[config.mk]
export PLATFORM = sky130hd
export DESIGN_NAME = dbg_mode_ctl
export DESIGN_NICKNAME = d
export VERILOG_FILES = /design/src/rtl/dmc_pkg.sv /design/src/rtl/dmc_prog_reg.sv /design/src/rtl/dmc_mode_mask.sv /design/src/rtl/dmc_itr_gate.sv /design/src/rtl/dbg_mode_ctl.sv
export SDC_FILE = /design/constraint.sdc
export NUM_CORES = 1
export LEC_CHECK = 0
export BUFFER_PORTS_ARGS = -buffer_cell sky130_fd_sc_hd__buf_2
export CAP_MARGIN = 20
export CELL_PAD_IN_SITES_DETAIL_PLACEMENT = 1
export CELL_PAD_IN_SITES_GLOBAL_PLACEMENT = 1
export CORE_MARGIN = 3
export CORE_UTILIZATION = 15
export CTS_CLUSTER_SIZE = 10
export DETAILED_ROUTE_END_ITERATION = 7
export PLACE_DENSITY = 0.89
export SLEW_MARGIN = 15
export SYNTH_ARGS = -nofsm -noshare
export SYNTH_HDL_FRONTEND = slang
export SYNTH_SLANG_ARGS = --single-unit
[constraint.sdc]
create_clock -name clk -period 1.01 [get_ports clk]
set_input_delay 0.101 -clock clk [delete_from_list [all_inputs] [get_ports clk]]
set_output_delay 0.101 -clock clk [all_outputs]
set_load 0.02 [all_outputs]
[src/rtl/dmc_pkg.sv]
package dmc_pkg;

    // Programmed debug control bits, packed as {monitor, halting, transfer}
    typedef struct packed {
        logic mon;
        logic halt;
        logic itr;
    } mode_bits_t;

    localparam int unsigned MODE_BITS_W = $bits(mode_bits_t);

endpackage

[src/rtl/dmc_prog_reg.sv]
module dmc_prog_reg
    import dmc_pkg::*;
(
    input  logic       clk,
    input  logic       rst_n,
    input  logic       wr_en,
    input  mode_bits_t wr_bits,
    input  logic       restore_en,
    input  mode_bits_t restore_bits,
    output mode_bits_t prog_q
);

    typedef struct packed {
        mode_bits_t prog;
    } prog_state_t;

    prog_state_t st_d, st_q;

    always_comb begin
        st_d = st_q;
        if (restore_en) begin
            st_d.prog = restore_bits;
        end else if (wr_en) begin
            st_d.prog = wr_bits;
        end
    end

    always_ff @(posedge clk) begin
        if (!rst_n) begin
            st_q <= '0;
        end else begin
            st_q <= st_d;
        end
    end

    assign prog_q = st_q.prog;

endmodule

[src/rtl/dmc_mode_mask.sv]
module dmc_mode_mask
    import dmc_pkg::*;
(
    input  mode_bits_t prog,
    input  logic       dbg_en,
    output mode_bits_t view,
    output logic       halt_eff,
    output logic       mon_eff
);

    always_comb begin
        view.mon  = prog.mon  & dbg_en;
        view.halt = prog.halt & dbg_en;
        view.itr  = prog.itr;
        halt_eff  = view.halt;
        // Halting mode wins over monitor mode
        mon_eff   = view.mon & ~view.halt;
    end

endmodule

[src/rtl/dmc_itr_gate.sv]
module dmc_itr_gate (
    input  logic clk,
    input  logic rst_n,
    input  logic itr_en,
    input  logic in_debug,
    input  logic itr_wr,
    input  logic wr_en,
    input  logic wr_itr,
    input  logic restore_en,
    output logic itr_accept,
    output logic itr_err
);

    typedef struct packed {
        logic err;
    } gate_state_t;

    gate_state_t st_d, st_q;
    logic        rejected;
    logic        bad_set;

    always_comb begin
        itr_accept = itr_wr & itr_en & in_debug;
        rejected   = itr_wr & ~itr_accept;
        bad_set    = wr_en & ~restore_en & wr_itr & ~in_debug;
        st_d.err   = rejected | bad_set;
    end

    always_ff @(posedge clk) begin
        if (!rst_n) begin
            st_q <= '0;
        end else begin
            st_q <= st_d;
        end
    end

    assign itr_err = st_q.err;

endmodule

[src/rtl/dbg_mode_ctl.sv]
module dbg_mode_ctl
    import dmc_pkg::*;
#(
    parameter int unsigned DATA_W   = 32,
    parameter int unsigned MON_BIT  = 15,
    parameter int unsigned HALT_BIT = 14,
    parameter int unsigned ITR_BIT  = 13
) (
    input  logic              clk,
    input  logic              rst_n,
    input  logic              dbg_en,
    input  logic              in_debug,
    input  logic              wr_en,
    input  logic [DATA_W-1:0] wr_data,
    output logic [DATA_W-1:0] rd_data,
    input  logic              restore_en,
    input  logic [2:0]        restore_bits,
    output logic [2:0]        save_bits,
    output logic              halt_mode,
    output logic              mon_mode,
    input  logic              itr_wr,
    output logic              itr_accept,
    output logic              itr_err
);

    mode_bits_t wr_bits;
    mode_bits_t rs_bits;
    mode_bits_t prog_q;
    mode_bits_t view;

    always_comb begin
        wr_bits.mon  = wr_data[MON_BIT];
        wr_bits.halt = wr_data[HALT_BIT];
        wr_bits.itr  = wr_data[ITR_BIT];
        rs_bits      = mode_bits_t'(restore_bits);
    end

    dmc_prog_reg u_prog (
        .clk          (clk),
        .rst_n        (rst_n),
        .wr_en        (wr_en),
        .wr_bits      (wr_bits),
        .restore_en   (restore_en),
        .restore_bits (rs_bits),
        .prog_q       (prog_q)
    );

    dmc_mode_mask u_mask (
        .prog     (prog_q),
        .dbg_en   (dbg_en),
        .view     (view),
        .halt_eff (halt_mode),
        .mon_eff  (mon_mode)
    );

    dmc_itr_gate u_gate (
        .clk        (clk),
        .rst_n      (rst_n),
        .itr_en     (prog_q.itr),
        .in_debug   (in_debug),
        .itr_wr     (itr_wr),
        .wr_en      (wr_en),
        .wr_itr     (wr_bits.itr),
        .restore_en (restore_en),
        .itr_accept (itr_accept),
        .itr_err    (itr_err)
    );

    always_comb begin
        rd_data           = '0;
        rd_data[MON_BIT]  = view.mon;
        rd_data[HALT_BIT] = view.halt;
        rd_data[ITR_BIT]  = view.itr;
    end

    assign save_bits = prog_q;

endmodule

==> results of run 1 <==
## metrics by stage
stage / utilization, % / hold WS, ns / instance area (um2)
2_1_floorplan: - / 0.219 / 573
3_3_place_gp: 17.0 / 0.365 / 482
3_5_place_dp: 17.0 / 0.371 / 482
4_1_cts: 18.6 / 0.119 / 526
5_1_grt: 19.1 / 0.133 / 541
6_report: 19.1 / 0.122 / 541
## registers in the layout (all words and copies together), names as in the netlist
name	flops
u_gate.itr_err	1
u_prog.prog_q	3
## final cells by class
| type | count | share of cell area [%] |
|---|---|---|
| Tap cell | 31 | 7.18 |
| Multi-Input combinational cell | 45 | 47.7 |
| Sequential cell | 4 | 16.0 |
| Timing Repair Buffer | 23 | 25.0 |
| Clock buffer | 3 | 4.17 |
## worst max path at each step
stage	from	end	slack [ns]	cells past startpoint
final	u_prog.prog_q[2]	mon_mode	-0.008	3
after global routing	u_prog.prog_q[2]	mon_mode	-0.04	3
after floorplan	u_prog.prog_q[2]	mon_mode	0.01	2
after CTS	u_prog.prog_q[2]	mon_mode	-0.02	3
after global placement	u_prog.prog_q[1]	u_prog.prog_q[1]	0.09	2
after detailed placement	u_prog.prog_q[0]	u_prog.prog_q[0]	0.07	2
## per-layer routing
| metal | vias to the layer above | GRT usage, % |
|---|---|---|
| li1 | 155 | - |
| met1 | 148 | 3.00 |
| met2 | 35 | 9.06 |
| met3 | 2 | 1.26 |
| met4 | 0 | 6.50 |
| met5 | - | 0 |
## cell families after synthesis
kind of cell    count (synthesis)  synth area share [%]
simple gates                    8                  11.8
buf+inv                        32                  52.6
other cells                     1                 0.821
flops                           4                  17.5
mux                             3                  7.40
compound gates                  5                  9.86
## synth_stat cells, drive strengths merged
| cell | n | area (um2) |
|---|---|---|
| o211a | 3 | 30.0 |
| nor4bb | 1 | 10.0 |
| mux2 | 3 | 33.8 |
| nand2b | 3 | 18.8 |
| conb | 1 | 3.75 |
| and2 | 2 | 12.5 |
| buf | 32 | 240 |
| dfxtp | 4 | 80.1 |
| nor2b | 1 | 6.26 |
| a21boi | 1 | 7.51 |
| o21a | 1 | 7.51 |
| and3 | 1 | 6.26 |
## worst max-delay path, delay by kind of cell (launching register included)
family,cells,cell delay [ns]
AND/OR/NAND/NOR,2,0.26
flip-flops,1,0.31
buffers and inverters,1,0.11
## power groups by stage
| stage | Combinational [mW] | Clock [mW] | Sequential, mW |
|---|---|---|---|
| floorplan | 0.245 | 0 | 0.193 |
| global placement | 0.213 | 0 | 0.183 |
| detailed placement | 0.218 | 0 | 0.183 |
| CTS | 0.230 | 0.214 | 0.182 |
| global route | 0.258 | 0.225 | 0.182 |
| finish | 0.238 | 0.204 | 0.180 |
## what timing repair did
| item | 4_1_cts | 5_1_grt |
|---|---|---|
| buffers inserted | 1 | 0 |
| resized for setup | 6 | 6 |
| endpoints found under the setup margin | 2 | 5 |
==> impl_metrics.json, run 1 <==
{
  "die_h_um": 61.2,
  "reg2reg_slack_ns": 0,
  "final_common_cell": "conb_1",
  "yosysSeqAreaShare_pct": 17.5,
  "antenna_found_initial": 0,
  "comb_power_share_pct": 38.2,
  "peakVddDrop_mv": 0.209,
  "syn_avg_cell_area_um2": 8.62,
  "initial_utilization_pct": 16.1,
  "pwr_density_cell_nw_per_um2": 1150,
  "wl_met1_um": 274,
  "htree_levels": 1,
  "syn_area_um2": 457,
  "syn_inst": 53,
  "finalWirelength_um": 982,
  "placedCellCount": 102,
  "post-place-ws_ns": 0.0685,
  "cts_buffers": 3,
  "fp.coreArea_um2": 2830,
  "layout_common_cells": "conb_1 (29), buf_2 (18)",
  "p_switching_uw": 245,
  "first_pass_iters": 2,
  "p_int_uw": 378,
  "cts_buffer_depth": 2,
  "max_stage_delay_ns": 0.31,
  "antenna_cells": 0,
  "vias_per_cell": 3.21,
  "setup_slack_ns": -0.00755,
  "final_cells": 106,
  "highest_layer": "met4",
  "violations": "setup timing",
  "track_usage_pct": 4.76,
  "finalPower_uw": 622,
  "timing_worst_setup_path_type": "flop to primary output",
  "clock.fmax_ghz": 0.983,
  "hold_buffers": 0,
  "clk_pin_slew_ns": 0.04,
  "fin_setup_tns_ns": -0.00755,
  "ios": 81,
  "layout.nets": 119,
  "cts_root_buf": "clkbuf_4",
  "drive_above_1_share_pct": 44.0,
  "gr-total-overflow": 0,
  "netSwitchingFraction_pct": 39.3,
  "min_path_cells": 2,
  "min_path_type": "input port to flop",
  "drv_slew": 0,
  "syn2layout_area_growth_pct": 18.4,
  "cts_tree": "yes",
  "endpoint_kind": "primary output",
  "cp_data_arrival_time_ns": 0.92,
  "crit_chain": "and2_4 -> nor2b_4 -> buf_6",
  "worstReg2RegEnd": "u_prog.prog_q[2]",
  "place_congestion": 0.602,
  "p_clk_share_pct": 32.8,
  "fillers": 346,
  "grt_pass1_vias": 276,
  "period_minus_slack_ns": 1.02,
  "cp_data_required_time_ns": 0.91,
  "vias": 340,
  "route.met2.wl_um": 528,
  "seq_power_share_pct": 29.0,
  "dieArea_um2": 3740,
  "clock_latency_ns": 0.24,
  "leakagePower_nw": 0.329,
  "crit_path_start_kind": "flop",
  "seq_area_um2": 86.3,
  "setup-violations-final": 1,
  "rsz0062_at_grt": "yes",
  "rows": 19,
  "grt_max_degree": 8,
  "dp_hpwl_um": 856,
  "reg2regPathDepth": 3,
  "routed_wire_length_per_instance_um": 9.26,
  "status": "finished with violations",
  "max-cap-violations": 0,
  "crit_path_top_delay_cell": "dfxtp_2",
  "yosysWarningCount": 0,
  "final-hold-violation-count": 0,
  "multi_input_area_um2": 258,
  "fp.dieW_um": 61.2,
  "portBuffers": 22,
  "clock-sinks": 4,
  "wl_met3_um": 151,
  "ys_types": 12,
  "holdPathEnd": "u_gate.itr_err",
  "period_share_pct": 101,
  "critPathMaxFanout": 2,
  "ant_nets": 0,
  "timing.rr.start": "u_prog.prog_q[2]",
  "hp-start": "rst_n",
  "synth_seq_cells": 4,
  "skew_ns": 0.000126,
  "drc": 0,
  "grt_pass1_wl_um": 1160,
  "drt_iter0_markers": 13
}
No activity file was read; power rests on OpenSTA's default activity.
==> run 2: changes to the inputs <==
GPL_ROUTABILITY_DRIVEN = 0   (was not set)
clock period = 1 ns   (was 1.01 ns; I/O delays follow)
==> run 2 against run 1 <==
The run still ends with setup timing left. Clock power about the same. Highest routed layer unchanged. Sequential cell count unchanged. Cell count unchanged. Via count unchanged. Register-to-register slack about the same.
==> impl_metrics.json, run 2 (synthesized netlist as in run 1, its figures left out) <==
{
  "wl_met3_um": 145,
  "drive_above_1_share_pct": 45.3,
  "antenna_cells": 0,
  "grt_max_degree": 8,
  "final_common_cell": "conb_1",
  "die_h_um": 61.2,
  "seq_area_um2": 88.8,
  "setup-violations-final": 2,
  "cp_data_arrival_time_ns": 0.92,
  "worst-path-buf-inv": 1,
  "leakagePower_nw": 0.330,
  "setup_slack_ns": -0.0165,
  "clock-sinks": 4,
  "portBuffers": 22,
  "cts_root_buf": "clkbuf_4",
  "dieArea_um2": 3740,
  "cts_buffer_depth": 2,
  "vias": 340,
  "clock_latency_ns": 0.24,
  "routed_wire_length_per_instance_um": 9.49,
  "cts_tree": "yes",
  "endpoint_kind": "primary output",
  "initial_utilization_pct": 16.1,
  "drc": 0,
  "placedCellCount": 102,
  "track_usage_pct": 4.76,
  "ant_nets": 0,
  "crit_chain": "and2_4 -> nor2b_4 -> buf_6",
  "finalWirelength_um": 1010,
  "antenna_found_initial": 0,
  "path_delay_family": "flip-flops",
  "dp_hpwl_um": 856,
  "pwr_density_cell_nw_per_um2": 1140,
  "violations": "setup timing",
  "max_stage_delay_ns": 0.31,
  "largest_reg_flops": 3,
  "max-cap-violations": 0,
  "cp_data_required_time_ns": 0.90,
  "cts_buffers": 3,
  "fp.dieW_um": 61.2,
  "wl_met1_um": 283,
  "skew_ns": 0.000127,
  "peakVddDrop_mv": 0.211,
  "clock.fmax_ghz": 0.984,
  "critPathMaxFanout": 2,
  "rows": 19,
  "rsz0062_at_grt": "yes",
  "grt_pass1_wl_um": 1160,
  "final_util_pct": 19.6,
  "min_path_type": "input port to flop",
  "vias_per_cell": 3.21,
  "htree_levels": 1,
  "route.met2.wl_um": 548,
  "multi_input_area_um2": 263,
  "crit_path_top_delay_cell": "dfxtp_2",
  "period_minus_slack_ns": 1.02,
  "layout_common_cells": "conb_1 (29), buf_2 (18), buf_6 (4)",
  "fp.coreArea_um2": 2830,
  "fillers": 346,
  "syn2layout_area_growth_pct": 21.6,
  "timing_worst_setup_path_type": "flop to primary output",
  "highest_layer": "met4",
  "crit_path_start_kind": "flop",
  "grt_pass1_vias": 276,
  "clk_pin_slew_ns": 0.04,
  "status": "finished with violations",
  "layout.nets": 119,
  "gr-total-overflow": 0,
  "final-hold-violation-count": 0,
  "drv_slew": 0,
  "drt_iter0_markers": 11,
  "final_cells": 106,
  "period_share_pct": 102,
  "first_pass_iters": 2,
  "ios": 81,
  "hold_buffers": 0
}
[run 2: final timing paths]
path,start,endpoint,slack [ns],depth (start not counted)
max,u_prog.prog_q[2],mon_mode,-0.02,3
min reg2reg,u_prog.prog_q[0],u_gate.itr_err,0.63,2
max reg2reg,u_prog.prog_q[2],u_prog.prog_q[2],-0.01,3
min,rst_n,u_gate.itr_err,0.12,2
[run 2: worst reg2reg max path: stages, from the launching register on]
cell and delay (ns):
dfxtp_2 0.31, buf_4 0.12, mux2_4 0.26, o211a_1 0.20
[run 2: cell type report]
type,count,area share [%]
Sequential cell,4,16.0
Timing Repair Buffer,23,25.7
Tap cell,31,6.98
Multi-Input combinational cell,45,47.3
Clock buffer,3,4.05
[run 2: timing repair]
| item | CTS | global route |
|---|---|---|
| endpoints found under the setup margin | 4 | 5 |
| resized for setup | 10 | 6 |
| cloned | 0 | 0 |
| setup buffers | 1 | 0 |
[run 2: metrics by stage]
stage	cell area [um2]	total power [mW]	setup slack, ns	hold WS, ns	TNS, ns
5_1_grt	556	0.676	-0.0530	0.131	-0.0772
3_5_place_dp	482	0.406	0.0585	0.370	0
6_report	556	0.632	-0.0165	0.121	-0.0223
3_3_place_gp	482	0.399	0.0843	0.364	0
4_1_cts	538	0.638	-0.0313	0.118	-0.0450
2_1_floorplan	573	0.442	0.00548	0.218	0
[run 2: per-layer routing]
metal	vias to the layer above	global-route usage, %
li1	155	-
met1	148	3.00
met2	35	9.06
met3	2	1.26
met4	0	6.50
met5	-	0
[run 2: where the power goes]
| part | internal [mW] | leakage, nW | switching, mW |
|---|---|---|---|
| combinational | 0.0769 | 0.281 | 0.168 |
| clock | 0.135 | 0.0138 | 0.0717 |
| sequential | 0.172 | 0.0347 | 0.00921 |
==> run 3: changes to the inputs <==
ABC_CLOCK_PERIOD_IN_PS = 930   (was not set)
CORE_UTILIZATION = 13   (was 15)
PLACE_DENSITY = 0.83   (was 0.89)
SYNTH_HIERARCHICAL = 1   (was not set)
clock period = 0.93 ns   (was 1 ns; I/O delays follow)
==> run 3 against run 2 <==
The run still ends with setup timing left. Final area rose by 1.8%. Synthesized cell count fell by 1.9%. Critical endpoint unchanged. Worst setup slack got worse by 0.026 ns. Via count is 0.59% lower. Area after synthesis down 0.82%. First-iteration DRC count shrank 91%. Global-route usage down 0.73 points. Core utilization decreased by 1.8 points.
==> impl_metrics.json, run 3 <==
{
  "status": "finished with violations",
  "violations": "setup timing",
  "yosys-top-cells-area": "buf_4 (51%), dfxtp_1 (18%), o211a_1 (8.8%), mux2_1 (7.5%), nand2b_1 (4.1%)",
  "die_h_um": 65.0,
  "grt_max_degree": 8,
  "gr-total-overflow": 0,
  "synth_edf_count": 0,
  "min_path_type": "input port to flop",
  "syn_avg_cell_area_um2": 8.71,
  "syn_inst": 52,
  "p_switching_uw": 253,
  "syn2layout_area_growth_pct": 24.9,
  "layout.nets": 118,
  "peakVddDrop_mv": 0.220,
  "netSwitchingFraction_pct": 38.0,
  "vias": 338,
  "synth.top_cells.by_count": "buf_4 (31), dfxtp_1 (4), o211a_1 (4), mux2_1 (3), nand2b_1 (3)",
  "timing_worst_setup_path_type": "flop to primary output",
  "cp_data_required_time_ns": 0.84,
  "cts_buffer_depth": 2,
  "seq_power_share_pct": 29.5,
  "clock-sinks": 4,
  "rsz0062_at_grt": "yes",
  "ios": 81,
  "largest_reg_flops": 3,
  "dpl_cell_area_um2": 502,
  "stdcell_area_um2": 566,
  "max_stage_delay_ns": 0.32,
  "yosysSeqAreaShare_pct": 17.7,
  "holdWs_ns": 0.126,
  "synth_area_leader_cell": "buf_4",
  "critPathMaxFanout": 4,
  "skew_ns": 0.0000345,
  "max-cap-violations": 0,
  "ys.flop_type": "dfxtp_1",
  "routed_wire_length_per_instance_um": 8.20,
  "initial_utilization_pct": 14.3,
  "p_clk_share_pct": 31.4,
  "p_int_uw": 413,
  "crit_path_start_kind": "flop",
  "ys_types": 12,
  "cts_buffers": 3,
  "placedCellCount": 116,
  "pwr_density_cell_nw_per_um2": 1180,
  "period_share_pct": 105,
  "endpoint_kind": "primary output",
  "first_pass_iters": 3,
  "syn_area_um2": 453,
  "drv_slew": 0,
  "grt_pass1_vias": 277,
  "drt_iter0_markers": 1,
  "async_flop_share_pct": 0,
  "leakagePower_nw": 0.339,
  "yosysTopAreaCellShare_pct": 51.4,
  "synth_seq_cells": 4,
  "antenna_cells": 0,
  "final_common_cell": "conb_1",
  "period_minus_slack_ns": 0.973,
  "clk_pin_slew_ns": 0.03,
  "fp.coreArea_um2": 3180,
  "yosysMostFrequentCell": "buf_4",
  "setup-violations-final": 2,
  "comb_power_share_pct": 39.1,
  "layout_common_cells": "conb_1 (29), buf_2 (17), buf_6 (5), o211a_1 (4)",
  "antenna_found_initial": 0,
  "clock.fmax_ghz": 1.03,
  "htree_levels": 1,
  "crit_chain": "and3b_1 -> buf_6",
  "drc": 0,
  "finalWirelength_um": 968,
  "ant_nets": 0,
  "cts_root_buf": "clkbuf_4",
  "portBuffers": 22,
  "hold_buffers": 0,
  "yosysWarningCount": 6,
  "track_usage_pct": 4.03,
  "final_cells": 118,
  "cts_tree": "yes",
  "cp_data_arrival_time_ns": 0.88,
  "dp_hpwl_um": 839,
  "vias_per_cell": 2.86,
  "crit_path_top_delay_cell": "dfxtp_2",
  "final-hold-violation-count": 0,
  "rows": 20,
  "dieArea_um2": 4230,
  "fp.dieW_um": 65.0,
  "drive_above_1_share_pct": 44.6,
  "clock_latency_ns": 0.23,
  "setup_slack_ns": -0.0425,
  "grt_pass1_wl_um": 1210
}
run 3: logic make-up after synthesis:
logic type             count (synthesis)  synth area share [%]
AO/OA/AOI/OAI                          4                  8.84
buffers and inverters                 31                  51.4
flip-flops                             4                  17.7
multiplexers                           3                  7.46
other                                  1                 0.828
AND/OR/NAND/NOR                        9                  13.8
run 3: layer usage:
metal / wire [um] / vias up / track usage [%]
met1: 294 / 142 / 3.01
li1: - / 157 / -
met3: 160 / 4 / 2.43
met5: 0 / - / 0
met2: 472 / 35 / 6.51
met4: 41 / 0 / 4.66
run 3: power by group through the flow:
stage | Combinational [mW] | Clock [mW] | Sequential, mW
after CTS | 0.248 | 0.222 | 0.197
after global routing | 0.277 | 0.237 | 0.199
after detailed placement | 0.239 | 0 | 0.197
after global placement | 0.235 | 0 | 0.196
final | 0.260 | 0.209 | 0.197
after floorplan | 0.254 | 0 | 0.214
run 3: timing repair:
| item | CTS | global route |
|---|---|---|
| pin swaps | 0 | 1 |
| endpoints found under the setup margin | 5 | 8 |
| resized for setup | 11 | 5 |
| setup buffers | 0 | 0 |
run 3: worst paths after layout:
path / from / to / slack, ns / cells after the start
setup / recovery: u_prog/prog_q[1] / mon_mode / -0.04 / 2
hold / removal: itr_wr / u_gate/itr_err / 0.13 / 2
setup reg to reg: u_prog/prog_q[0] / u_prog/prog_q[0] / 0.02 / 2
hold reg to reg: u_prog/prog_q[0] / u_gate/itr_err / 0.56 / 2
run 3: final cells by class:
type	count	area [um2]
Clock buffer	3	22.5
Timing Repair Buffer	22	141
Fill cell	400	2610
Multi-Input combinational cell	45	260
Tap cell	44	55.1
Sequential cell	4	86.3
run 3: worst max-delay path, delay by kind of cell, from the launching register on:
kind                   cells  cell delay, ns
flip-flops                 1            0.32
AND/OR/NAND/NOR            1            0.21
buffers and inverters      1            0.11
run 3: stage by stage:
stage / util, % / setup slack [ns] / setup TNS (ns) / total power [mW]
6_report: 17.8 / -0.0425 / -0.0728 / 0.666
5_1_grt: 17.8 / -0.0893 / -0.240 / 0.714
4_1_cts: 17.3 / -0.0553 / -0.209 / 0.667
3_5_place_dp: 15.8 / 0.0183 / 0 / 0.436
3_3_place_gp: 15.8 / 0.0335 / 0 / 0.431
2_1_floorplan: - / -0.00311 / -0.00311 / 0.468
